File: config.mk
export PLATFORM = sky130hd
export DESIGN_NAME = lcd_frame_timer
export DESIGN_NICKNAME = d
export VERILOG_FILES = /design/src/rtl/lcd_ft_pkg.sv /design/src/rtl/lcd_ft_wrap_ctr.sv /design/src/rtl/lcd_ft_cfg_hold.sv /design/src/rtl/lcd_frame_timer.sv
export SDC_FILE = /design/constraint.sdc
export NUM_CORES = 1
export LEC_CHECK = 0
export BUFFER_PORTS_ARGS = -buffer_cell sky130_fd_sc_hd__buf_2
export CORE_MARGIN = 8
export CORE_UTILIZATION = 25
export CTS_CLUSTER_DIAMETER = 80
export DETAILED_ROUTE_END_ITERATION = 16
export GPL_TIMING_DRIVEN = 0
export HOLD_SLACK_MARGIN = 0.02
export SYNTH_ARGS = -nofsm -noshare
export SYNTH_HDL_FRONTEND = slang
export SYNTH_SLANG_ARGS = --single-unit
File: constraint.sdc
create_clock -name clk -period 2.5 [get_ports clk]
set_input_delay 0 -clock clk [delete_from_list [all_inputs] [get_ports clk]]
set_output_delay 0 -clock clk [all_outputs]
set_load 0.01 [all_outputs]
File: src/rtl/lcd_ft_pkg.sv
package lcd_ft_pkg;

    typedef enum logic [1:0] {
        ST_OFF   = 2'd0,
        ST_START = 2'd1,
        ST_POS   = 2'd2,
        ST_NEG   = 2'd3
    } ft_state_e;

endpackage

File: src/rtl/lcd_ft_wrap_ctr.sv
module lcd_ft_wrap_ctr #(
    parameter int W = 3
) (
    input  logic         clk,
    input  logic         rst_n,
    input  logic         clr,
    input  logic         adv,
    input  logic [W-1:0] limit,
    output logic [W-1:0] cnt,
    output logic         at_limit
);

    assign at_limit = (cnt == limit);

    always_ff @(posedge clk or negedge rst_n) begin
        if (!rst_n) begin
            cnt <= '0;
        end else if (clr) begin
            cnt <= '0;
        end else if (adv) begin
            cnt <= at_limit ? '0 : cnt + 1'b1;
        end
    end

endmodule

File: src/rtl/lcd_ft_cfg_hold.sv
module lcd_ft_cfg_hold #(
    parameter int W = 3
) (
    input  logic         clk,
    input  logic         rst_n,
    input  logic         load,
    input  logic [W-1:0] d,
    output logic [W-1:0] q
);

    always_ff @(posedge clk or negedge rst_n) begin
        if (!rst_n) begin
            q <= '0;
        end else if (load) begin
            q <= d;
        end
    end

endmodule

File: src/rtl/lcd_frame_timer.sv
module lcd_frame_timer #(
    parameter int DIV_W = 3,
    parameter int MUX_W = 2
) (
    input  logic             clk,
    input  logic             rst_n,
    input  logic             en,
    input  logic             tick,
    input  logic [DIV_W-1:0] div_sel,
    input  logic [MUX_W-1:0] mux_sel,
    output logic             frame_start,
    output logic [MUX_W-1:0] com_idx,
    output logic [MUX_W-1:0] mux_active
);
    import lcd_ft_pkg::*;

    ft_state_e        state_q, state_d;
    logic [DIV_W-1:0] div_q;
    logic [DIV_W-1:0] div_use;
    logic [MUX_W-1:0] mux_use;
    logic [DIV_W-1:0] tick_cnt;
    logic             tick_last;
    logic             com_last;
    logic             at_start;
    logic             counting;
    logic             hold_clr;
    logic             phase_end;
    logic             half_end;
    logic             cfg_load;

    // A frame's first tick runs on the requested settings; later ticks on the latched ones.
    assign at_start  = (state_q == ST_START);
    assign div_use   = at_start ? div_sel : div_q;
    assign mux_use   = at_start ? mux_sel : mux_active;
    assign counting  = en && tick && (state_q != ST_OFF);
    assign hold_clr  = !en || (state_q == ST_OFF);
    assign phase_end = counting && tick_last;
    assign half_end  = phase_end && com_last;
    assign cfg_load  = at_start && counting;

    lcd_ft_wrap_ctr #(.W(DIV_W)) u_tick_ctr (
        .clk      (clk),
        .rst_n    (rst_n),
        .clr      (hold_clr),
        .adv      (counting),
        .limit    (div_use),
        .cnt      (tick_cnt),
        .at_limit (tick_last)
    );

    lcd_ft_wrap_ctr #(.W(MUX_W)) u_com_ctr (
        .clk      (clk),
        .rst_n    (rst_n),
        .clr      (hold_clr),
        .adv      (phase_end),
        .limit    (mux_use),
        .cnt      (com_idx),
        .at_limit (com_last)
    );

    lcd_ft_cfg_hold #(.W(DIV_W)) u_div_hold (
        .clk   (clk),
        .rst_n (rst_n),
        .load  (cfg_load),
        .d     (div_sel),
        .q     (div_q)
    );

    lcd_ft_cfg_hold #(.W(MUX_W)) u_mux_hold (
        .clk   (clk),
        .rst_n (rst_n),
        .load  (cfg_load),
        .d     (mux_sel),
        .q     (mux_active)
    );

    // Next-state logic
    always_comb begin
        state_d = state_q;
        if (!en) begin
            state_d = ST_OFF;
        end else begin
            unique case (state_q)
                ST_OFF:   state_d = ST_START;
                ST_START: if (counting) state_d = half_end ? ST_NEG : ST_POS;
                ST_POS:   if (half_end) state_d = ST_NEG;
                ST_NEG:   if (half_end) state_d = ST_START;
                default:  state_d = ST_OFF;
            endcase
        end
    end

    // State register
    always_ff @(posedge clk or negedge rst_n) begin
        if (!rst_n) begin
            state_q <= ST_OFF;
        end else begin
            state_q <= state_d;
        end
    end

    // Registered strobe output
    always_ff @(posedge clk or negedge rst_n) begin
        if (!rst_n) begin
            frame_start <= 1'b0;
        end else begin
            frame_start <= cfg_load;
        end
    end

endmodule

==> metrics.txt <==
status=finished clean; Max Clock Freq=about 440 MHz; ys async rst share=100%; layout cells sized above 1=between 20% and 30%; r2r startpoint=state_q[1]$_DFFE_PN0P_; Initial DRT Pass Iterations=4; GR Util All Layers=~6.6%; Hold WC Path Type=in2reg; Distinct cells, synth=21; Seq pwr share=between 30% and 40%; first-pass GRT wire length=between 2 and 3 mm; RSZ-0062 raised after global routing=false; worst vdd ir=about 0.42 mV; Rows=20; setup TNS=0 ns; cell depth of the worst hold path=4; Clock Path Buffers=2; crit-path max FO=9; Clock Sinks=13; Ports=14; Antenna Nets Post-Route=0; Sw Ratio=a little under two fifths; skew final=0.00102 ns; Worst-path clk slew=~0.08 ns; R2R depth=9; crit path capture=state_q[0]$_DFFE_PN0P_; net switching power=roughly 0.32 mW; First DRT Iteration DRCs=22; dominant cell type by area after synthesis=dfrtp_1; LEAKAGE=about 0.48 nW; period utilization=91.4%; Synth top cells by count=dfrtp_1, nand2_1, mux2i_1; R2R setup slack=~0.21 ns; Final Core Density=approximately 33%; Fin. Hold Viols=0; total length of routed wires=1.52 mm; critical path's slowest cell=or4_1; final setup vio count=0; slew margin rel.=78.2%; critical path type=reg2reg; TritonCTS clock tree=yes; DPL Wire Length=1.17 mm; gr ovfl total=0; syn_area_per_cell=a little over 10 um2; DRC violations left=0; reg2reg end=state_q[0]$_DFFE_PN0P_; CP Cell Sequence=inv_1 -> ha_1 -> buf_6 -> mux2i_1 -> xor2_1 -> nand4_2 -> or4_1 -> o41ai_1 -> a211oi_1; CP Capture Type=flip-flop; Initial Utilization=approximately a quarter; Synth top area share=a little over two fifths; Comb pwr share=between 40 and 50%; Levels on crit path=9; pin count of the biggest net entering global routing=14; root buffer cell=clkbuf_4; Max-cap violations=0; ys flop type=dfrtp_1; wire per inst=approximately 12 um; Synth area leaders=dfrtp_1, mux2i_1, ha_1; RePlAce Congestion=slightly below 0.8; Die H=between 70 and 80 um; flops & latches, synth=13; post-synthesis sequential area ratio=41.9%; Final #Nets=~110; ANT cells=0; CP max stage delay=~0.54 ns; Worst setup SP type=flip-flop; vias per cell=about 4.5; Slew Viols, Final=0; minimum clock period=between 2 and 2.5 ns; EDFF count, synth=0; Arr. time, crit path=~2.4 ns; Non-Filler Instances=between 100 and 150; routed vias=595; Total Die Area=a little over 5000 um2; Yosys Warn Count=0; PortBufs=13; syn nets=a little under 90; Synth Instances=75; Post-Syn Area=roughly 780 um2; CP top delay family=simple AND/OR/NAND/NOR gates; Core Box Area=roughly 3000 um2; placed cells=121; Post-CTS Setup Inserts=0; vias in the first global route=roughly 650; CTS Buf Count=3; Layout area overhead=26.1%; count leader, synth=dfrtp_1; Clk network pwr share=15.2%; H-tree levels=1; Int Pwr=around 0.52 mW; CP bufs+invs=2; crit path launch=state_q[1]$_DFFE_PN0P_; CP Data Required Time=about 2.7 ns; initial antenna violation count=0; worst-skew pair later-pin latency=0.27 ns; Resized cells post-CTS=0; Power Density=~860 nW/um2; Die X=around 72 um; Worst-Margin Slew=roughly 0.32 ns
==> worst min path at each step <==
| stage | startpoint | slack [ns] | end |
|---|---|---|---|
| 2_1_floorplan | rst_n | -0.30 | frame_start$_DFF_PN0_ |
| 3_3_place_gp | rst_n | -0.1 | u_mux_hold.q[1]$_DFFE_PN0P_ |
| 3_5_place_dp | rst_n | -0.09 | u_mux_hold.q[0]$_DFFE_PN0P_ |
| 4_1_cts | tick | 0.06 | u_tick_ctr.cnt[1]$_DFFE_PN0P_ |
| 5_1_grt | tick | 0.10 | u_tick_ctr.cnt[0]$_DFFE_PN0P_ |
| 6_report | tick | 0.07 | u_tick_ctr.cnt[1]$_DFFE_PN0P_ |
==> tightest hold or removal path: stages <==
cell and delay [ns]:
buf_2 0.10, nor2_1 0.07, nand2_1 0.06, o21ai_0 0.07
==> cells by family after synthesis <==
| kind of cell | share of synthesized area, % |
|---|---|
| multiplexers | 16.3 |
| buffers and inverters | 3.39 |
| flip-flops | 41.9 |
| AND/OR/NAND/NOR | 16.6 |
| AO/OA/AOI/OAI | 8.07 |
| adder cells (fa/ha/maj) | 8.06 |
| XOR/XNOR | 5.64 |
==> final cells by class <==
class                   count  area, um2
fillers                   323       2020
multi-input cells          57        424
flip-flops and latches     13        325
repair buffers             20        135
well taps                  33       41.3
clock buffers               4       26.3
inverters                   4       15.0
plain buffers               1       11.3
==> state kept, by name (all words and copies together) (netlist names) <==
register / flops
state_q: 2
u_mux_hold.q: 2
frame_start: 1
u_com_ctr.cnt: 2
u_div_hold.q: 3
u_tick_ctr.cnt: 3
==> what timing repair did <==
action,4_1_cts,5_1_grt
hold endpoints to repair,20,0
hold buffers,7,0
endpoints found under the setup margin,0,0
==> cells in the final DEF (no fill, tap or decap) <==
master,instances
nor2b_1,3
dfrtp_1,13
buf_6,1
o21ai_0,6
and2b_1,1
buf_2,13
nor2_1,5
dlygate4sd3_1,7
ha_1,5
a211oi_1,1
a31o_2,1
clkbuf_4,3
mux2_2,5
nand2_1,9
o41ai_1,1
nand2b_1,3
mux2i_1,7
nand4_2,1
xor2_1,5
clkbuf_1,1
inv_1,4
o31ai_1,1
or4_1,1
and2_1,1
nand3_1,1
==> layer usage <==
layer | part of all wire [%] | global-route usage [%] | wire [um] | up-vias
met5 | 0 | 0 | 0 | -
met4 | 1.5 | 3.17 | 23 | 0
met3 | 2.6 | 2.65 | 40 | 2
met2 | 54 | 12.0 | 824 | 6
met1 | 41 | 6.27 | 629 | 283
li1 | - | - | - | 304
==> through the flow <==
step,power (mW),hold slack (ns),setup WS [ns],area (um2)
3_5_place_dp,0.715,-0.0862,0.221,882
6_report,0.845,0.0667,0.214,978
4_1_cts,0.856,0.0592,0.191,978
2_1_floorplan,0.619,-0.296,0.402,776
3_3_place_gp,0.698,-0.0953,0.248,882
5_1_grt,0.920,0.103,0.0222,978
==> power groups by stage <==
stage	Sequential, mW	Combinational, mW	Clock, mW
floorplan	0.316	0.303	0
global placement	0.311	0.388	0
detailed placement	0.317	0.398	0
CTS	0.312	0.408	0.137
global route	0.321	0.452	0.147
finish	0.313	0.403	0.129
No activity file was read; power rests on OpenSTA's default activity.
